<file path="config.mk">
export PLATFORM = sky130hd
export DESIGN_NAME = vl_flow_classifier
export DESIGN_NICKNAME = d
export VERILOG_FILES = /design/src/rtl/vlfc_pkg.sv /design/src/rtl/vlfc_table.sv /design/src/rtl/vlfc_match.sv /design/src/rtl/vl_flow_classifier.sv
export SDC_FILE = /design/constraint.sdc
export NUM_CORES = 2
export LEC_CHECK = 0
export ABC_CLOCK_PERIOD_IN_PS = 5960
export BUFFER_PORTS_ARGS = -buffer_cell sky130_fd_sc_hd__buf_4
export CELL_PAD_IN_SITES_DETAIL_PLACEMENT = 0
export CELL_PAD_IN_SITES_GLOBAL_PLACEMENT = 1
export CORE_MARGIN = 10
export CORE_UTILIZATION = 40
export DETAILED_ROUTE_END_ITERATION = 8
export PLACE_DENSITY_LB_ADDON = 0.1
export SLEW_MARGIN = 30
export SYNTH_ARGS = -nofsm -noshare
export SYNTH_HDL_FRONTEND = slang
export SYNTH_SLANG_ARGS = --single-unit
</file>
<file path="constraint.sdc">
create_clock -name clk -period 5.96 [get_ports clk]
set_clock_uncertainty 0.05 [all_clocks]
set_input_delay 0.298 -clock clk [delete_from_list [all_inputs] [get_ports clk]]
set_output_delay 0.298 -clock clk [all_outputs]
set_load 0.05 [all_outputs]
</file>
<file path="src/rtl/vlfc_pkg.sv">
package vlfc_pkg;
    parameter int P_PORTS  = 5;
    parameter int P_PORT_W = $clog2(P_PORTS);
    parameter int P_GATE_W = 4;
    parameter int P_MAC_W  = 48;
    parameter int P_VID_W  = 12;
    parameter int P_PCP_W  = 3;

    typedef struct packed {
        logic                valid;
        logic [P_MAC_W-1:0]  mac;
        logic [P_VID_W-1:0]  vid;
        logic [P_PCP_W-1:0]  pcp;
        logic [P_PORTS-1:0]  in_mask;
        logic [P_PORTS-1:0]  out_mask;
        logic                trap;
        logic                drop;
        logic                gate_en;
        logic [P_GATE_W-1:0] gate_idx;
    } flow_ent_t;

    typedef struct packed {
        logic                vld;
        logic                hit;
        logic                bridge;
        logic                drop;
        logic                nodest;
        logic                trap;
        logic                tc;
        logic [P_PORTS-1:0]  mask;
        logic [P_GATE_W-1:0] gate;
    } flow_res_t;
endpackage

</file>
<file path="src/rtl/vlfc_table.sv">
module vlfc_table
    import vlfc_pkg::*;
#(
    parameter int N_ENTRIES = 16,
    localparam int IDX_W = $clog2(N_ENTRIES)
) (
    input  logic                            clk,
    input  logic                            rst_n,
    input  logic                            ent_we,
    input  logic [IDX_W-1:0]                ent_idx,
    input  flow_ent_t                       ent_wr,
    input  logic                            mode_we,
    input  logic                            mode_aware,
    output flow_ent_t [N_ENTRIES-1:0]       tbl,
    output logic                            aware,
    output logic                            cfg_err
);
    typedef struct packed {
        flow_ent_t [N_ENTRIES-1:0] tbl;
        logic                      aware;
        logic                      err;
    } tbl_st_t;

    tbl_st_t st_d, st_q;
    logic    any_valid;
    logic    bad_ent;

    always_comb begin
        any_valid = 1'b0;
        for (int k = 0; k < N_ENTRIES; k++) begin
            any_valid = any_valid | st_q.tbl[k].valid;
        end
        bad_ent = ent_wr.valid && ent_wr.gate_en && !ent_wr.trap && (ent_wr.out_mask == '0);

        st_d     = st_q;
        st_d.err = 1'b0;
        if (ent_we) begin
            if (bad_ent) begin
                st_d.err = 1'b1;
            end else begin
                st_d.tbl[ent_idx] = ent_wr.valid ? ent_wr : '0;
            end
        end
        if (mode_we) begin
            if ((mode_aware != st_q.aware) && any_valid) begin
                st_d.err = 1'b1;
            end else begin
                st_d.aware = mode_aware;
            end
        end
    end

    always_ff @(posedge clk) begin
        if (!rst_n) begin
            st_q <= '0;
        end else begin
            st_q <= st_d;
        end
    end

    assign tbl     = st_q.tbl;
    assign aware   = st_q.aware;
    assign cfg_err = st_q.err;

    // the mode is frozen while a rule is installed
    a_r11_mode_locked: assert property (@(posedge clk) disable iff (!rst_n)
        any_valid |=> $stable(aware));

    // a gate-only rule write is flagged in the next cycle
    a_r10_gate_refused: assert property (@(posedge clk) disable iff (!rst_n)
        (ent_we && ent_wr.valid && ent_wr.gate_en && !ent_wr.trap && ent_wr.out_mask == '0)
        |=> cfg_err);

    generate
        for (genvar g = 0; g < N_ENTRIES; g++) begin : g_chk
            // no stored gated rule lacks a route
            a_r10_stored_routed: assert property (@(posedge clk) disable iff (!rst_n)
                (tbl[g].valid && tbl[g].gate_en) |-> (tbl[g].trap || tbl[g].out_mask != '0));
        end
    endgenerate
endmodule

</file>
<file path="src/rtl/vlfc_match.sv">
module vlfc_match
    import vlfc_pkg::*;
#(
    parameter int N_ENTRIES = 16,
    localparam int IDX_W = $clog2(N_ENTRIES)
) (
    input  flow_ent_t [N_ENTRIES-1:0] tbl,
    input  logic                      aware,
    input  logic [P_MAC_W-1:0]        mac,
    input  logic [P_VID_W-1:0]        vid,
    input  logic [P_PCP_W-1:0]        pcp,
    input  logic [P_PORT_W-1:0]       port,
    output logic                      hit,
    output logic [IDX_W-1:0]          idx
);
    logic [N_ENTRIES-1:0] m;
    logic                 port_ok;

    assign port_ok = (32'(port) < P_PORTS);

    generate
        for (genvar g = 0; g < N_ENTRIES; g++) begin : g_cmp
            logic key_ok;
            assign key_ok = (tbl[g].mac == mac) &&
                            (!aware || ((tbl[g].vid == vid) && (tbl[g].pcp == pcp)));
            assign m[g] = tbl[g].valid && key_ok && port_ok && tbl[g].in_mask[port];
        end
    endgenerate

    always_comb begin
        hit = 1'b0;
        idx = '0;
        for (int k = N_ENTRIES - 1; k >= 0; k--) begin
            if (m[k]) begin
                hit = 1'b1;
                idx = IDX_W'(k);
            end
        end
    end
endmodule

</file>
<file path="src/rtl/vl_flow_classifier.sv">
module vl_flow_classifier
    import vlfc_pkg::*;
#(
    parameter int N_ENTRIES = 16,
    localparam int IDX_W = $clog2(N_ENTRIES)
) (
    input  logic                 clk,
    input  logic                 rst_n,
    input  logic                 ent_we,
    input  logic [IDX_W-1:0]     ent_idx,
    input  logic                 ent_valid,
    input  logic [P_MAC_W-1:0]   ent_mac,
    input  logic [P_VID_W-1:0]   ent_vid,
    input  logic [P_PCP_W-1:0]   ent_pcp,
    input  logic [P_PORTS-1:0]   ent_in_mask,
    input  logic [P_PORTS-1:0]   ent_out_mask,
    input  logic                 ent_trap,
    input  logic                 ent_drop,
    input  logic                 ent_gate_en,
    input  logic [P_GATE_W-1:0]  ent_gate_idx,
    input  logic                 mode_we,
    input  logic                 mode_aware,
    output logic                 cfg_err,
    output logic                 vlan_aware,
    input  logic                 hdr_vld,
    input  logic [P_MAC_W-1:0]   hdr_mac,
    input  logic [P_VID_W-1:0]   hdr_vid,
    input  logic [P_PCP_W-1:0]   hdr_pcp,
    input  logic [P_PORT_W-1:0]  hdr_port,
    output logic                 res_vld,
    output logic                 res_hit,
    output logic                 res_bridge,
    output logic [P_PORTS-1:0]   res_port_mask,
    output logic                 res_trap,
    output logic                 res_drop,
    output logic                 res_nodest,
    output logic                 res_tc,
    output logic [P_GATE_W-1:0]  res_gate
);
    flow_ent_t                 wr_ent;
    flow_ent_t [N_ENTRIES-1:0] tbl;
    flow_ent_t                 sel;
    logic                      m_hit;
    logic [IDX_W-1:0]          m_idx;
    flow_res_t                 res_d, res_q;

    always_comb begin
        wr_ent          = '0;
        wr_ent.valid    = ent_valid;
        wr_ent.mac      = ent_mac;
        wr_ent.vid      = ent_vid;
        wr_ent.pcp      = ent_pcp;
        wr_ent.in_mask  = ent_in_mask;
        wr_ent.out_mask = ent_out_mask;
        wr_ent.trap     = ent_trap;
        wr_ent.drop     = ent_drop;
        wr_ent.gate_en  = ent_gate_en;
        wr_ent.gate_idx = ent_gate_idx;
    end

    vlfc_table #(.N_ENTRIES(N_ENTRIES)) i_table (
        .clk        (clk),
        .rst_n      (rst_n),
        .ent_we     (ent_we),
        .ent_idx    (ent_idx),
        .ent_wr     (wr_ent),
        .mode_we    (mode_we),
        .mode_aware (mode_aware),
        .tbl        (tbl),
        .aware      (vlan_aware),
        .cfg_err    (cfg_err)
    );

    vlfc_match #(.N_ENTRIES(N_ENTRIES)) i_match (
        .tbl   (tbl),
        .aware (vlan_aware),
        .mac   (hdr_mac),
        .vid   (hdr_vid),
        .pcp   (hdr_pcp),
        .port  (hdr_port),
        .hit   (m_hit),
        .idx   (m_idx)
    );

    assign sel = tbl[m_idx];

    always_comb begin
        res_d     = '0;
        res_d.vld = hdr_vld;
        if (hdr_vld) begin
            if (!m_hit) begin
                res_d.bridge = 1'b1;
            end else begin
                res_d.hit  = 1'b1;
                res_d.tc   = sel.gate_en;
                res_d.gate = sel.gate_en ? sel.gate_idx : '0;
                if (sel.drop) begin
                    res_d.drop = 1'b1;
                end else if (sel.out_mask == '0 && !sel.trap) begin
                    res_d.drop   = 1'b1;
                    res_d.nodest = 1'b1;
                end else begin
                    res_d.mask = sel.out_mask;
                    res_d.trap = sel.trap;
                end
            end
        end
    end

    always_ff @(posedge clk) begin
        if (!rst_n) begin
            res_q <= '0;
        end else begin
            res_q <= res_d;
        end
    end

    assign res_vld       = res_q.vld;
    assign res_hit       = res_q.hit;
    assign res_bridge    = res_q.bridge;
    assign res_port_mask = res_q.mask;
    assign res_trap      = res_q.trap;
    assign res_drop      = res_q.drop;
    assign res_nodest    = res_q.nodest;
    assign res_tc        = res_q.tc;
    assign res_gate      = res_q.gate;

    a_r5_result_follows: assert property (@(posedge clk) disable iff (!rst_n)
        hdr_vld |=> res_vld);
    a_r5_no_spurious: assert property (@(posedge clk) disable iff (!rst_n)
        !hdr_vld |=> !res_vld);
    a_r5_miss_bridges: assert property (@(posedge clk) disable iff (!rst_n)
        (res_vld && !res_hit) |-> (res_bridge && !res_drop && !res_tc && res_port_mask == '0));
    a_r7_drop_clears_route: assert property (@(posedge clk) disable iff (!rst_n)
        res_drop |-> (res_port_mask == '0 && !res_trap));
    a_r8_nodest_is_drop: assert property (@(posedge clk) disable iff (!rst_n)
        res_nodest |-> (res_drop && res_hit));
endmodule

</file>
==> impl_metrics.csv <==
group,metric,value,unit
routing,postRouteAntennaNets,0,
routing,drt-initial-drc-count,6439,
routing,detail_route.vias_per_cell,5.56,
placed_design,postPlaceCellArea,71800,µm²
global_route,grt_pass1_vias,56400,
worst_setup_path,worstSetupPathType,"reg2reg",
cts,cts_tree,"done",
layout,nets,8750,
run_status,outcome,"complete, no violations",
pwr,power_density,267,nW/µm²
floorplanning,core.rowCount,150,
timing,period_share,98.2,%
cts,path_clk_slew,0.06,ns
timing,setup_viol,0,
global_route,antenna_found_initial,35,
global_route,grt_pass1_wl,447,mm
floorplanning,die_width,431,µm
cts,insertion_delay,0.83,ns
global_route,grt_max_degree,256,
timing,setup_ws,0.106,ns
placed_design,place.gp.congestion,0.988,
logic_synthesis,ys_async_sr_fraction,0,%
timing,slew_violations,0,
timing,period_needed,5.85,ns
routing,wl,323,mm
floorplanning,initial_core_util,40.3,%
cts,cts.sinks,1314,
cts,cts.htree.levels,4,
logic_synthesis,yosysSeqAreaShare,39.0,%
logic_synthesis,ys_warn_count,0,
worst_setup_path,arrival,6.57,ns
pwr,vdd_drop_max,278,µV
floorplanning,die_h,431,µm
routing,vias,60800,
worst_setup_path,worstPathRequired,6.68,ns
routing,wire_per_inst,29.5,µm
job,cap_violations,0,
min_path,worstHoldPathType,"in2reg",
logic_synthesis,synth_nets,8716,
floorplanning,dieArea,186000,µm²
timing,hold_violations,0,
routing,drc_errors,0,
routing,dr.pass1.iters,6,
logic_synthesis,ys_types,81,
placed_design,dp_hpwl,220,mm
timing,maxSlewHeadroom,23.6,%
layout,finalInstanceArea,78100,µm²
timing,rsz0062_at_grt,"no",
layout,area_growth,15.6,%
logic_synthesis,synth_edf_count,0,
placed_design,place_ws,-0.349,ns
floorplanning,io_pins,175,
timing,worst_pin_slew,1.15,ns
logic_synthesis,synth_ff_type,"dfxtp_1",
cts,cts_root_buf,"clkbuf_16",
logic_synthesis,synthCells,8559,
logic_synthesis,synth_seq_cells,1314,
pwr,p_leak,28.8,nW
worst_setup_path,startpoint_type,"register",
placed_design,portBuffers,174,
logic_synthesis,syn_area_per_cell,7.89,µm²
cts,cts_buffers,156,
timing,max_freq,171,MHz
cts,postCtsSetupBuffers,0,
cts,cts_max_path_buffers,3,
global_route,gr-usage-all-layers,33.5,%
floorplanning,core-area,167000,µm²
logic_synthesis,syn-cell-area,67500,µm²
global_route,grt-ovfl-total,0,
worst_setup_path,cp_max_fo,11,
worst_setup_path,end_kind,"register",
layout,fill_cells,16600,
layout,drive_above_1_share,9.62,%
-- registers in the layout, summed over array words and instances (netlist names) --
name and count:
res_tc 1, res_gate 4, res_drop 1, res_trap 1
res_bridge 1, res_vld 1, res_port_mask 5, i_table.tbl 1296
res_nodest 1, res_hit 1, i_table.cfg_err 1, i_table.aware 1
-- cell type report --
type	instances	area, µm²	share of cell area [%]
multi-input combinational	6494	38700	49.6
sequential	1314	26300	33.7
clock buffer	258	4950	6.35
timing repair buffer	554	4760	6.10
tap	2204	2760	3.53
inverter	73	274	0.351
clock inverter	24	239	0.306
antenna	23	57.6	0.0737
-- routing by layer --
layer  up-vias  part of all wire (%)  track usage [%]
met5         -                 0.012                0
met4         6                   5.0             15.6
met3       636                   6.5             5.23
met2      2264                    45             53.5
met1     29300                    43             44.2
li1      28600                     -                -
-- cell usage in the layout (no fill, tap or decap), types with 13 or more instances in the layout --
cell type and count:
nand2_1 1564, dfxtp_1 1314, and2_1 1286, o21ai_0 1231
xnor2_1 510, buf_4 431, xor2_1 353, nand2b_1 277
nand4_1 244, nor4_1 189, clkbuf_16 162, nand3_1 97
dlygate4sd3_1 92, a21boi_0 86, inv_1 73, nor2_1 69
clkbuf_8 54, or4_1 52, o2111ai_1 52, nor3_1 44
nor2b_1 43, clkbuf_1 42, mux4_2 31, mux2i_1 28
nand2_2 27, buf_12 26, diode_2 23, a22oi_1 22
nand4b_1 20, nand2_4 19, a211oi_1 14, or3_1 13
-- final timing paths --
path                startpoint                end  slack, ns  cells past startpoint
min reg2reg  i_table.tbl[1216]  i_table.tbl[1216]       0.42                      2
min                 ent_idx[1]   i_table.tbl[566]        0.1                      5
max reg2reg  i_table.tbl[1049]           res_drop       0.11                     16
max          i_table.tbl[1049]           res_drop       0.11                     16
-- critical path: stages, from the launching register on --
cell	delay [ns]
dfxtp_1	0.36
xnor2_1	0.44
nand2_1	0.08
or4_1	0.58
or4_1	0.63
o32ai_1	0.65
o211ai_1	0.18
buf_4	0.17
a311oi_2	0.58
buf_4	0.22
nand2b_1	0.18
a21oi_2	0.23
buf_4	0.23
a2111oi_2	0.42
o21ai_1	0.13
or4b_4	0.52
a21boi_2	0.14
-- cells in the mapped netlist (all sizes together) (6+ instances only) --
cell,n,area [µm²]
nand2,1610,6040
dfxtp,1314,26300
and2,1286,8050
o21ai,1237,6200
clkbuf,603,2260
xnor2,510,4470
xor2,353,3090
nand2b,277,1730
nand4,244,1530
nor4,191,1190
nand3,102,510
a21boi,89,672
buf,75,344
inv,73,274
nor2,73,274
o2111ai,52,455
or4,52,390
nor3,46,230
nor2b,44,278
mux4,31,698
mux2i,28,280
a22oi,22,165
nand4b,20,175
mux2,15,173
a211oi,14,105
a21oi,13,65.1
or3,13,81.3
nor4b,12,111
or4b,12,124
a31oi,10,68.8
or2,10,62.6
a2111oi,9,91.3
nor4bb,9,90.1
a221o,8,80.1
nand3b,8,60.1
o211ai,8,60.1
and3,7,43.8
and4,7,61.3
a221oi,6,58.8
o22ai,6,37.5
-- report_power, final --
part           switching (mW)  internal [mW]
Sequential             0.0520           8.85
Clock                    4.08           5.78
Combinational            1.55          0.573
-- timing repair --
item                                   CTS  global route
pin swaps                                0             0
setup endpoints to repair                2             1
endpoints found under the hold margin  108             0
cloned                                   0             0
gates resized for setup                  1             1
hold buffers                            92             0
-- cells by family after synthesis --
group / after synthesis / share of synthesized area [%]
buffers and inverters: 751 / 4.27
DFF: 1314 / 39.0
muxes: 74 / 1.70
and+or+nand+nor: 4038 / 31.4
xor gates and xnor gates: 863 / 11.2
AOI/OAI and AO/OA: 1519 / 12.5
-- stage by stage --
stage	cells	setup TNS, ns	hold WS (ns)	total power [mW]	util, %
3_3_place_gp	10500	-1.85	0.409	11.1	42.8
6_report	10900	0	0.0980	20.9	46.6
3_5_place_dp	10500	-1.57	0.413	11.1	42.9
5_1_grt	10900	0	0.0828	21.4	46.6
2_1_floorplan	8559	0	0.390	10.0	-
4_1_cts	10900	0	0.0521	20.9	46.6
Note: power is estimated with default switching activity, not from simulation.
